===== src/rtl/nor_cmd_pkg.sv =====
package nor_cmd_pkg;
   localparam int REG_AW = 4;
   localparam logic [REG_AW-1:0] OFF_CMD  = 4'h0;
   localparam logic [REG_AW-1:0] OFF_CNT  = 4'h1;
   localparam logic [REG_AW-1:0] OFF_STAT = 4'h2;
   localparam logic [REG_AW-1:0] OFF_ALO  = 4'h3;
   localparam logic [REG_AW-1:0] OFF_AMID = 4'h4;
   localparam logic [REG_AW-1:0] OFF_AHI  = 4'h5;
   localparam logic [REG_AW-1:0] OFF_WDAT = 4'h6;
   localparam logic [REG_AW-1:0] OFF_KEY  = 4'h7;
   localparam int PGM_BASE = 8;

   localparam logic [7:0] KEY_VALUE  = 8'h30;
   localparam logic [7:0] TRIG_MASK  = 8'h16;
   localparam logic [7:0] KEEP_MASK  = 8'h96;
   localparam int BIT_STAT = 1;
   localparam int BIT_PGM  = 2;
   localparam int BIT_WR   = 4;
   localparam int BIT_INC  = 7;

   localparam logic [7:0] OPC_RDSR = 8'h05;
   localparam logic [7:0] OPC_PROG = 8'h02;

   typedef enum logic [1:0] {OP_NONE, OP_STAT, OP_PGM, OP_WR} op_e;
   typedef enum logic [2:0] {
      ENG_IDLE, ENG_LEAD, ENG_HI, ENG_LO, ENG_TAIL, ENG_GAP
   } eng_st_e;
endpackage


===== src/rtl/nor_reg_file.sv =====
module nor_reg_file
   import nor_cmd_pkg::*;
#(
   parameter int PGM_BYTES = 6
) (
   input  logic                   clk,
   input  logic                   rst_n,
   input  logic                   wr_en,
   input  logic [REG_AW-1:0]      acc_addr,
   input  logic [7:0]             wr_data,
   input  logic [7:0]             cmd_val,
   input  logic                   stat_load,
   input  logic [7:0]             stat_data,
   input  logic                   addr_inc,
   output logic [7:0]             rd_data,
   output logic [23:0]            addr_q,
   output logic [7:0]             wdat_q,
   output logic [7:0]             cnt_q,
   output logic                   key_ok,
   output logic [8*PGM_BYTES-1:0] pgm_flat
);
   logic [7:0] stat_q;
   logic [7:0] key_q;
   logic [PGM_BYTES-1:0][7:0] pgm_q;
   logic addr_wr;

   assign addr_wr = wr_en && (acc_addr == OFF_ALO || acc_addr == OFF_AMID ||
                              acc_addr == OFF_AHI);

   always_ff @(posedge clk or negedge rst_n) begin
      if (!rst_n) begin
         cnt_q  <= '0;
         wdat_q <= '0;
         key_q  <= '0;
         stat_q <= '0;
         addr_q <= '0;
         pgm_q  <= '0;
      end else begin
         if (wr_en && acc_addr == OFF_CNT)  cnt_q  <= wr_data;
         if (wr_en && acc_addr == OFF_WDAT) wdat_q <= wr_data;
         if (wr_en && acc_addr == OFF_KEY)  key_q  <= wr_data;
         if (stat_load) stat_q <= stat_data;
         if (addr_wr) begin
            if (acc_addr == OFF_ALO)  addr_q[7:0]   <= wr_data;
            if (acc_addr == OFF_AMID) addr_q[15:8]  <= wr_data;
            if (acc_addr == OFF_AHI)  addr_q[23:16] <= wr_data;
         end else if (addr_inc) begin
            addr_q <= addr_q + 24'd1;
         end
         for (int i = 0; i < PGM_BYTES; i++) begin
            if (wr_en && acc_addr == REG_AW'(PGM_BASE + i)) pgm_q[i] <= wr_data;
         end
      end
   end

   assign key_ok   = (key_q == KEY_VALUE);
   assign pgm_flat = pgm_q;

   always_comb begin
      rd_data = '0;
      case (acc_addr)
         OFF_CMD:  rd_data = cmd_val;
         OFF_CNT:  rd_data = cnt_q;
         OFF_STAT: rd_data = stat_q;
         OFF_ALO:  rd_data = addr_q[7:0];
         OFF_AMID: rd_data = addr_q[15:8];
         OFF_AHI:  rd_data = addr_q[23:16];
         OFF_WDAT: rd_data = wdat_q;
         OFF_KEY:  rd_data = key_q;
         default: begin
            for (int i = 0; i < PGM_BYTES; i++) begin
               if (acc_addr == REG_AW'(PGM_BASE + i)) rd_data = pgm_q[i];
            end
         end
      endcase
   end


   addr_hold_chk: assert property (@(posedge clk) disable iff (!rst_n)
      (!addr_inc && !addr_wr) |=> $stable(addr_q));
endmodule


===== src/rtl/nor_frame_builder.sv =====
module nor_frame_builder
   import nor_cmd_pkg::*;
#(
   parameter int PGM_BYTES = 6,
   parameter int FB        = 8 * PGM_BYTES,
   parameter int CNT_W     = $clog2(FB + 1)
) (
   input  op_e                    op,
   input  logic [23:0]            addr,
   input  logic [7:0]             wdat,
   input  logic [7:0]             cnt,
   input  logic [8*PGM_BYTES-1:0] pgm_flat,
   output logic [FB-1:0]          frame,
   output logic [CNT_W-1:0]       nbits
);
   logic [FB-1:0] stat_frame;
   logic [FB-1:0] wr_frame;
   logic [FB-1:0] pgm_frame;
   logic [CNT_W-1:0] pgm_bits;

   assign stat_frame = {OPC_RDSR, {(FB-8){1'b0}}};

   generate
      if (FB == 40) begin : g_wr_exact
         assign wr_frame = {OPC_PROG, addr, wdat};
      end else begin : g_wr_pad
         assign wr_frame = {OPC_PROG, addr, wdat, {(FB-40){1'b0}}};
      end
   endgenerate

   generate
      for (genvar i = 0; i < PGM_BYTES; i++) begin : g_pack
         assign pgm_frame[8*i +: 8] = pgm_flat[8*i +: 8];
      end
   endgenerate

   assign pgm_bits = (cnt > 8'(FB)) ? CNT_W'(FB) : cnt[CNT_W-1:0];

   always_comb begin
      frame = '0;
      nbits = '0;
      case (op)
         OP_STAT: begin frame = stat_frame; nbits = CNT_W'(16); end
         OP_PGM:  begin frame = pgm_frame;  nbits = pgm_bits;   end
         OP_WR:   begin frame = wr_frame;   nbits = CNT_W'(40); end
         default: ;
      endcase
   end
endmodule


===== src/rtl/nor_shift_engine.sv =====
module nor_shift_engine
   import nor_cmd_pkg::*;
#(
   parameter int CLK_DIV = 4,
   parameter int FB      = 48,
   parameter int CNT_W   = $clog2(FB + 1)
) (
   input  logic             clk,
   input  logic             rst_n,
   input  logic             start,
   input  logic [FB-1:0]    frame,
   input  logic [CNT_W-1:0] nbits,
   output logic             sclk,
   output logic             cs_n,
   output logic             mosi,
   input  logic             miso,
   output logic [7:0]       rx_byte,
   output logic             idle,
   output logic             done
);
   localparam int HALF = CLK_DIV / 2;
   localparam int TW   = $clog2(CLK_DIV);

   eng_st_e          st;
   logic [TW-1:0]    tick;
   logic [FB-1:0]    sh;
   logic [CNT_W-1:0] left;
   logic             half_hit;
   logic             gap_hit;

   generate
      if (HALF == 1) begin : g_fast
         assign half_hit = 1'b1;
      end else begin : g_div
         assign half_hit = (tick == TW'(HALF - 1));
      end
   endgenerate
   assign gap_hit = (tick == TW'(CLK_DIV - 1));

   always_ff @(posedge clk or negedge rst_n) begin
      if (!rst_n) begin
         st      <= ENG_IDLE;
         tick    <= '0;
         sh      <= '0;
         left    <= '0;
         sclk    <= 1'b0;
         cs_n    <= 1'b1;
         rx_byte <= '0;
         done    <= 1'b0;
      end else begin
         done <= 1'b0;
         case (st)
            ENG_IDLE: begin
               tick <= '0;
               if (start) begin
                  sh   <= frame;
                  left <= nbits;
                  cs_n <= 1'b0;
                  st   <= ENG_LEAD;
               end
            end
            ENG_LEAD, ENG_LO: begin
               if (half_hit) begin
                  tick    <= '0;
                  sclk    <= 1'b1;
                  rx_byte <= {rx_byte[6:0], miso};
                  st      <= ENG_HI;
               end else tick <= tick + 1'b1;
            end
            ENG_HI: begin
               if (half_hit) begin
                  tick <= '0;
                  sclk <= 1'b0;
                  left <= left - 1'b1;
                  if (left == CNT_W'(1)) st <= ENG_TAIL;
                  else begin
                     sh <= sh << 1;
                     st <= ENG_LO;
                  end
               end else tick <= tick + 1'b1;
            end
            ENG_TAIL: begin
               if (half_hit) begin
                  tick <= '0;
                  cs_n <= 1'b1;
                  st   <= ENG_GAP;
               end else tick <= tick + 1'b1;
            end
            ENG_GAP: begin
               if (gap_hit) begin
                  tick <= '0;
                  done <= 1'b1;
                  st   <= ENG_IDLE;
               end else tick <= tick + 1'b1;
            end
            default: st <= ENG_IDLE;
         endcase
      end
   end

   assign mosi = cs_n ? 1'b0 : sh[FB-1];
   assign idle = (st == ENG_IDLE);


   sclk_idle_low_chk: assert property (@(posedge clk) disable iff (!rst_n)
      cs_n |-> !sclk);

   start_when_free_chk: assert property (@(posedge clk) disable iff (!rst_n)
      start |-> (cs_n && nbits != '0));
endmodule


===== src/rtl/nor_cmd_seq.sv =====
module nor_cmd_seq
   import nor_cmd_pkg::*;
#(
   parameter int CLK_DIV   = 4,
   parameter int PGM_BYTES = 6
) (
   input  logic       clk,
   input  logic       rst_n,
   input  logic       reg_wr,
   input  logic [3:0] reg_addr,
   input  logic [7:0] reg_wdata,
   output logic [7:0] reg_rdata,
   output logic       spi_sclk,
   output logic       spi_cs_n,
   output logic       spi_mosi,
   input  logic       spi_miso
);
   localparam int FB    = 8 * PGM_BYTES;
   localparam int CNT_W = $clog2(FB + 1);

   generate
      if (CLK_DIV < 2 || (CLK_DIV % 2) != 0) begin : g_bad_div
         $error("CLK_DIV must be even and at least 2");
      end
      if (PGM_BYTES < 5 || PGM_BYTES > 8) begin : g_bad_pgm
         $error("PGM_BYTES must lie in 5..8");
      end
   endgenerate

   logic [7:0]             trig_q;
   op_e                    cur_op;
   op_e                    sel_op;
   logic                   skip_pgm;
   logic                   launch;
   logic                   cmd_accept;
   logic                   eng_idle;
   logic                   eng_done;
   logic [7:0]             rx_byte;
   logic [FB-1:0]          frame;
   logic [CNT_W-1:0]       nbits;
   logic [23:0]            addr_q;
   logic [7:0]             wdat_q;
   logic [7:0]             cnt_q;
   logic                   key_ok;
   logic [8*PGM_BYTES-1:0] pgm_flat;
   logic                   stat_load;
   logic                   addr_inc;

   always_comb begin
      sel_op = OP_NONE;
      if (trig_q[BIT_STAT])     sel_op = OP_STAT;
      else if (trig_q[BIT_PGM]) sel_op = OP_PGM;
      else if (trig_q[BIT_WR])  sel_op = OP_WR;
   end

   assign skip_pgm   = (sel_op == OP_PGM) && (cnt_q == 8'd0);
   assign launch     = (cur_op == OP_NONE) && eng_idle && (sel_op != OP_NONE) && !skip_pgm;
   assign cmd_accept = reg_wr && (reg_addr == OFF_CMD) && key_ok &&
                       ((trig_q & TRIG_MASK) == 8'd0);
   assign stat_load  = eng_done && (cur_op == OP_STAT);
   assign addr_inc   = eng_done && (cur_op == OP_WR) && trig_q[BIT_INC];

   always_ff @(posedge clk or negedge rst_n) begin
      if (!rst_n) begin
         trig_q <= '0;
         cur_op <= OP_NONE;
      end else if (cmd_accept) begin
         trig_q <= reg_wdata & KEEP_MASK;
      end else begin
         if (cur_op == OP_NONE && skip_pgm) trig_q[BIT_PGM] <= 1'b0;
         if (launch) cur_op <= sel_op;
         if (eng_done) begin
            cur_op <= OP_NONE;
            case (cur_op)
               OP_STAT: trig_q[BIT_STAT] <= 1'b0;
               OP_PGM:  trig_q[BIT_PGM]  <= 1'b0;
               OP_WR:   trig_q[BIT_WR]   <= 1'b0;
               default: ;
            endcase
         end
      end
   end

   nor_reg_file #(.PGM_BYTES(PGM_BYTES)) u_regs (
      .clk       (clk),
      .rst_n     (rst_n),
      .wr_en     (reg_wr),
      .acc_addr  (reg_addr),
      .wr_data   (reg_wdata),
      .cmd_val   (trig_q),
      .stat_load (stat_load),
      .stat_data (rx_byte),
      .addr_inc  (addr_inc),
      .rd_data   (reg_rdata),
      .addr_q    (addr_q),
      .wdat_q    (wdat_q),
      .cnt_q     (cnt_q),
      .key_ok    (key_ok),
      .pgm_flat  (pgm_flat)
   );

   nor_frame_builder #(.PGM_BYTES(PGM_BYTES), .FB(FB), .CNT_W(CNT_W)) u_build (
      .op       (sel_op),
      .addr     (addr_q),
      .wdat     (wdat_q),
      .cnt      (cnt_q),
      .pgm_flat (pgm_flat),
      .frame    (frame),
      .nbits    (nbits)
   );

   nor_shift_engine #(.CLK_DIV(CLK_DIV), .FB(FB), .CNT_W(CNT_W)) u_eng (
      .clk     (clk),
      .rst_n   (rst_n),
      .start   (launch),
      .frame   (frame),
      .nbits   (nbits),
      .sclk    (spi_sclk),
      .cs_n    (spi_cs_n),
      .mosi    (spi_mosi),
      .miso    (spi_miso),
      .rx_byte (rx_byte),
      .idle    (eng_idle),
      .done    (eng_done)
   );


   active_has_trig_chk: assert property (@(posedge clk) disable iff (!rst_n)
      (cur_op != OP_NONE) |-> ((trig_q & TRIG_MASK) != 8'd0));

   no_new_trig_chk: assert property (@(posedge clk) disable iff (!rst_n)
      ((trig_q & TRIG_MASK) != 8'd0) |=> ((trig_q & ~$past(trig_q) & TRIG_MASK) == 8'd0));

   key_gate_chk: assert property (@(posedge clk) disable iff (!rst_n)
      (reg_wr && reg_addr == OFF_CMD && !key_ok && (trig_q & TRIG_MASK) == 8'd0)
      |=> ((trig_q & TRIG_MASK) == 8'd0));

   frame_only_when_active_chk: assert property (@(posedge clk) disable iff (!rst_n)
      (!spi_cs_n) |-> (cur_op != OP_NONE));
endmodule


===== config.mk =====
export PLATFORM = sky130hd
export DESIGN_NAME = nor_cmd_seq
export DESIGN_NICKNAME = d
export VERILOG_FILES = /design/src/rtl/nor_cmd_pkg.sv /design/src/rtl/nor_reg_file.sv /design/src/rtl/nor_frame_builder.sv /design/src/rtl/nor_shift_engine.sv /design/src/rtl/nor_cmd_seq.sv
export SDC_FILE = /design/constraint.sdc
export NUM_CORES = 1
export LEC_CHECK = 0
export BUFFER_PORTS_ARGS = -buffer_cell sky130_fd_sc_hd__buf_2
export CORE_ASPECT_RATIO = 1.25
export CORE_MARGIN = 2
export CORE_UTILIZATION = 50
export CTS_CLUSTER_SIZE = 30
export DETAILED_ROUTE_END_ITERATION = 8
export PLACE_DENSITY = 0.69
export SLEW_MARGIN = 10
export SYNTH_ARGS = -nofsm -noshare
export SYNTH_HDL_FRONTEND = slang
export SYNTH_SLANG_ARGS = --single-unit

===== constraint.sdc =====
create_clock -name clk -period 2.1 [get_ports clk]
set_input_delay 0.525 -clock clk [delete_from_list [all_inputs] [get_ports clk]]
set_output_delay 0.525 -clock clk [all_outputs]
set_load 0.01 [all_outputs]

==> results of run 1 <==
==> layout make-up <==
type / count / share of cell area, %
Clock inverter: 7 / 0.746
Inverter: 13 / 0.383
Tap cell: 265 / 2.60
Timing Repair Buffer: 208 / 15.6
Multi-Input combinational cell: 659 / 41.4
Clock buffer: 25 / 3.89
Sequential cell: 180 / 35.4
==> kinds of logic after synthesis <==
group,Yosys count,synth area share [%]
buf+inv,80,3.82
fa+ha+maj,6,0.764
simple gates,218,10.9
mux,197,22.8
compound gates,238,15.9
flops,180,45.8
==> repair_timing <==
item	4_1_cts	5_1_grt
pin swaps	18	20
gates resized for setup	97	32
setup endpoints to repair	47	60
gates cloned	9	1
setup buffers	32	11
==> final timing paths <==
kind | start | end | slack [ns] | cells after the start
max | trig_q[7] | reg_rdata[7] | -0.30 | 5
max reg2reg | u_eng.st[1] | u_eng.sh[41] | -0.12 | 8
min reg2reg | u_eng.sh[23] | u_eng.sh[23] | 0.51 | 1
min | rst_n | u_eng.sh[2] | 0.05 | 1
min in group clk | spi_miso | u_eng.rx_byte[0] | 0.31 | 2
max in group asynchronous | rst_n | u_eng.cs_n | 1.35 | 2
==> report_power, final <==
group | internal [mW] | switching (mW) | total [mW]
combinational | 1.03 | 0.981 | 2.01
clock | 1.88 | 1.38 | 3.27
sequential | 3.88 | 0.579 | 4.46
==> flip-flops by register name, summed over array words and instances, names as in the netlist <==
signal           flops
u_regs.addr_q       24
trig_q               4
u_regs.stat_q        8
u_eng.rx_byte        8
u_regs.cnt_q         8
u_eng.done           1
u_eng.sh            48
u_eng.cs_n           1
u_regs.pgm_flat     48
u_regs.key_q         8
cur_op               2
u_eng.tick           2
u_eng.left           6
u_regs.wdat_q        8
u_eng.sclk           1
u_eng.st             3
==> through the flow <==
step | TNS [ns] | hold WS (ns) | worst slack (ns) | area (um2)
floorplan | -0.116 | 0.229 | -0.00638 | 9880
global placement | -8.15 | 0.470 | -0.388 | 11200
detailed placement | -9.36 | 0.492 | -0.397 | 11200
CTS | -7.54 | 0.0875 | -0.299 | 12600
global route | -8.28 | 0.0908 | -0.343 | 12800
finish | -4.72 | 0.0529 | -0.303 | 12800
==> worst max-delay path, stage by stage (launching register included) <==
cell and delay, ns:
dfrtp_1 0.40, mux2_4 0.29, a221oi_4 0.26, a211oi_2 0.05
a211o_1 0.28, buf_2 0.16
==> routing by layer <==
| metal | up-vias | part of all wire (%) | track usage (%) |
|---|---|---|---|
| li1 | 3732 | - | - |
| met1 | 4265 | 39 | 42.4 |
| met2 | 377 | 50 | 53.2 |
| met3 | 109 | 6.2 | 4.70 |
| met4 | 0 | 5.0 | 16.8 |
| met5 | - | 0 | 0 |
==> cells in the mapped netlist (4+ instances only) <==
master,n
o22ai_1,4
a22oi_1,4
dfrtp_1,179
mux2_4,19
and3_1,7
a21oi_1,53
nor3_1,13
o22a_1,18
a221oi_1,5
buf_2,19
mux2i_1,50
o21ai_0,69
inv_1,13
nand2_1,70
mux2_2,126
nand2b_1,5
a41oi_1,4
o21a_1,4
a22o_1,16
ha_1,6
nor2b_1,11
a211oi_1,4
nand3_1,18
nor2_1,54
nand4_1,11
o221ai_1,4
clkbuf_1,39
a31oi_1,14
==> results.cfg, run 1 <==
[drt]
viasPerCell = 6.25
detail_route.wl_per_cell_um = 24.5
vias = 8483
drtAntennaViolNets = 0
drt_iter0_drc = 654
firstDrtPassIters = 6
wl_um = 33300
drc_errors = 0

[run]
maxCapViolCount = 0

[grt]
antenna_found_initial = 0
grt_pass1_vias = 8484
grt_max_degree = 61
grt_pass1_wl_um = 50700
grt-ovfl-total = 0
track_usage_pct = 32.7

[power_and_ir_drop]
leakage_nw = 5.84
power_mw = 9.73
power.density_mw_per_mm2 = 763
ir_drop_mv = 0.632

[synthesis]
syn_nets = 941
yosysSeqAreaShare_pct = 45.8
yosysWarnings = 0
synth.avg_cell_area_um2 = 10.7
syn_inst = 919
synth.largest_area_cell = dfrtp_1
ys_ff_latch = 180
synth_cell_types = 68
synth-async-reset-ratio_pct = 100
synth_area_mm2 = 0.00983
yosys.area.top_type_share_pct = 45.6
synthTopCellsByArea = dfrtp_1 46%, mux2_2 14%, mux2i_1 5.1%, o21ai_0 3.5%, mux2_4 2.9%
synthFlopType = dfrtp_1
synth-edff-count = 0

[clocking]
root_buffer = clkbuf_16
cts_made_buffers = 17
clock_sinks = 180
clk_path_buf_depth = 2
ctsHoldBuffers = 0
clock_latency_ns = 0.45
path_clk_slew_ns = 0.07
htreeDepth = 4
cts_tree = done

[worst_setup_path]
worstSetupPathType = flip-flop to output port
worst_ep_required_time_ns = 1.57
crit_path_max_fanout = 2
crit_path_start_kind = flip-flop
cp-end-kind = output port
critical_path_arrival_ns = 1.88

[sta]
finalMaxSlewViolations = 0
final_hold_viol_count = 0
grt_setup_unrepaired = true
post-route-min-period_ns = 2.40
setup_ws_ns = -0.303
setup_viol = 56
maxSlewHeadroom_pct = 59.1
max_freq_mhz = 416
post-route-period-util_pct = 114
worst_pin_slew_ns = 0.607
fin_skew_ns = 0.0129

[layout]
area_growth_pct = 29.8
final_cells = 1357
multi_input_area_mm2 = 0.00528
seqCellArea_mm2 = 0.00452
final_common_cell = dfrtp_1
nFillCells = 1443
drive_above_1_share_pct = 39.9
nets = 1101
insertedDiodeCount = 0
final_cell_mix = 171 x dfrtp_1, 143 x buf_4, 98 x mux2_2, 70 x nand2_1, 64 x o21ai_0
final_util_pct = 66.0

[floorplan]
design.core.area_mm2 = 0.0193
ios = 27
fp.dieArea_mm2 = 0.0208
rows = 57
die_h_um = 161
start_util_pct = 50.9
fp.dieW_um = 129

[placed_design]
place_inst = 1277
io_buffers = 26
hpwlAfterDp_um = 22000
globalplace.congestion = 0.948

[worst_hold_path]
min_path_type = primary input to asynchronous set/reset pin

[outcome]
violations = setup timing
outcome = finished, violations left
Note: power is estimated with default switching activity, not from simulation.
==> inputs of run 2 (changes only) <==
--- a/config.mk
+++ b/config.mk
@@ -8,10 +8,10 @@
 export BUFFER_PORTS_ARGS = -buffer_cell sky130_fd_sc_hd__buf_2
 export CORE_ASPECT_RATIO = 1.25
 export CORE_MARGIN = 2
-export CORE_UTILIZATION = 50
+export CORE_UTILIZATION = 57
 export CTS_CLUSTER_SIZE = 30
 export DETAILED_ROUTE_END_ITERATION = 8
-export PLACE_DENSITY = 0.69
+export PLACE_DENSITY = 0.77
 export SLEW_MARGIN = 10
 export SYNTH_ARGS = -nofsm -noshare
 export SYNTH_HDL_FRONTEND = slang
==> results.cfg, run 2 (synthesis results as in run 1) <==
[worst_setup_path]
crit_slowest_cell = o22a_1
cp_cell_sequence = buf_8, buf_12, buf_6, buf_4, mux2i_1, nor2_1, a21oi_1, o22a_1, a21oi_2, buf_2
slowest_delay_ns = 0.23
cp-end-kind = output port
crit_path_start_kind = primary input
critical_path_arrival_ns = 1.86
worstSetupPathType = primary input to output port
crit_path_max_fanout = 8
worst_ep_required_time_ns = 1.57
crit_buf_inv = 5
cpLargestDelayFamily = buffers and inverters

[sta]
finalMaxSlewViolations = 0
setup_viol = 55
post-route-period-util_pct = 113
grt_setup_unrepaired = true
fin_tns_setup_ns = -3.25
worst_pin_slew_ns = 0.519
max_freq_mhz = 420
maxSlewHeadroom_pct = 65.1
post-route-min-period_ns = 2.38
whs_ns = 0.0583
final_hold_viol_count = 0
setup_ws_ns = -0.280
fin_skew_ns = 0.0126

[clocking]
ctsHoldBuffers = 0
cts_tree = done
path_clk_slew_ns = 0.07
clock_latency_ns = 0.44
clk_path_buf_depth = 2
htreeDepth = 4
root_buffer = clkbuf_16
cts_made_buffers = 17
clock_sinks = 180

[drt]
met2_length_um = 15400
viasPerCell = 6.55
drc_errors = 0
vias = 8519
drtAntennaViolNets = 0
detail_route.wl_per_cell_um = 24.6
firstDrtPassIters = 5
wl_met1_um = 12500
drt_iter0_drc = 787
dr_wl_met3_um = 2190
wl_um = 32000
routed.top_layer = met4

[power_and_ir_drop]
ir_drop_mv = 0.521
power.density_mw_per_mm2 = 767
leakage_nw = 5.75
power_mw = 9.59

[grt]
grt_pass1_wl_um = 47400
grt_max_degree = 58
grt_pass1_vias = 8274
grt-ovfl-total = 0
antenna_found_initial = 1
track_usage_pct = 34.9

[floorplan]
design.core.area_mm2 = 0.0168
fp.dieArea_mm2 = 0.0183
fp.dieW_um = 121
die_h_um = 151
ios = 27
rows = 53
start_util_pct = 58.3

[layout]
nFillCells = 1143
final_common_cell = dfrtp_1
area_growth_pct = 27.3
multi_input_area_mm2 = 0.00527
postLayoutCellArea_mm2 = 0.0125
nets = 1087
drive_above_1_share_pct = 39.4
final_cell_mix = 172 x dfrtp_1, 135 x buf_4, 99 x mux2_2, 69 x nand2_1, 65 x o21ai_0
seqCellArea_mm2 = 0.00451

[placed_design]
place_area_mm2 = 0.0111
globalplace.congestion = 0.984
dpl_worst_slack_ns = -0.411
hpwlAfterDp_um = 21600
io_buffers = 26

[run]
maxCapViolCount = 0

[worst_hold_path]
min_path_type = primary input to asynchronous set/reset pin

[outcome]
violations = setup timing
outcome = finished, violations left
run 2: cell count changes in the layout (fill, tap and decap cells not counted), sizes merged:
cell      previous run  this run
clkinv               3         4
clkbuf              27        22
diode                0         2
bufinv               2         1
buf                206       189
inv                 14        21
clkinvlp             1         2
run 2: what timing repair did:
action	4_1_cts	5_1_grt
resized for setup	70	43
cloned	5	4
pin swaps	16	18
endpoints found under the setup margin	37	62
setup buffers	18	4
run 2: cell type report:
type / count / area share (%)
Antenna cell: 2 / 0.0400
Clock buffer: 17 / 3.40
Clock inverter: 15 / 1.33
Inverter: 13 / 0.390
Multi-Input combinational cell: 659 / 42.1
Sequential cell: 180 / 36.1
Tap cell: 220 / 2.20
Timing Repair Buffer: 194 / 14.4
run 2: final timing paths:
check | startpoint | to | slack (ns) | cells after the start
setup / recovery | reg_addr[1] | reg_rdata[5] | -0.28 | 10
hold / removal | rst_n | u_eng.sh[2] | 0.06 | 1
setup reg to reg | u_eng.st[1] | u_eng.sh[12] | -0.07 | 7
hold reg to reg | u_eng.sclk | u_eng.sclk | 0.50 | 2
max in group asynchronous | rst_n | u_eng.cs_n | 1.38 | 2
min in group clk | spi_miso | u_eng.rx_byte[0] | 0.31 | 2
run 2: report_power, final:
group	switching [mW]	leakage, nW	internal, mW	total (mW)
Combinational	0.935	3.18	0.973	1.91
Clock	1.54	0.285	1.69	3.23
Sequential	0.571	2.29	3.88	4.45
run 2: per-layer routing:
layer,vias to the layer above,global-route usage [%]
met2,465,58.7
li1,3719,-
met3,112,5.42
met1,4223,43.8
met5,-,0
met4,0,17.9
run 2: through the flow:
step	instances	util, %
after detailed placement	1235	65.9
final	1300	74.3
after global routing	1298	74.2
after CTS	1290	72.4
after global placement	1235	65.9
after floorplan	919	-
run 2: worst register-to-register path: stages (launching register included):
cell	delay [ns]
dfrtp_1	0.38
or4_4	0.56
nor3_4	0.17
a21oi_2	0.11
a21oi_4	0.17
buf_6	0.18
clkbuf_16	0.18
mux2_4	0.31
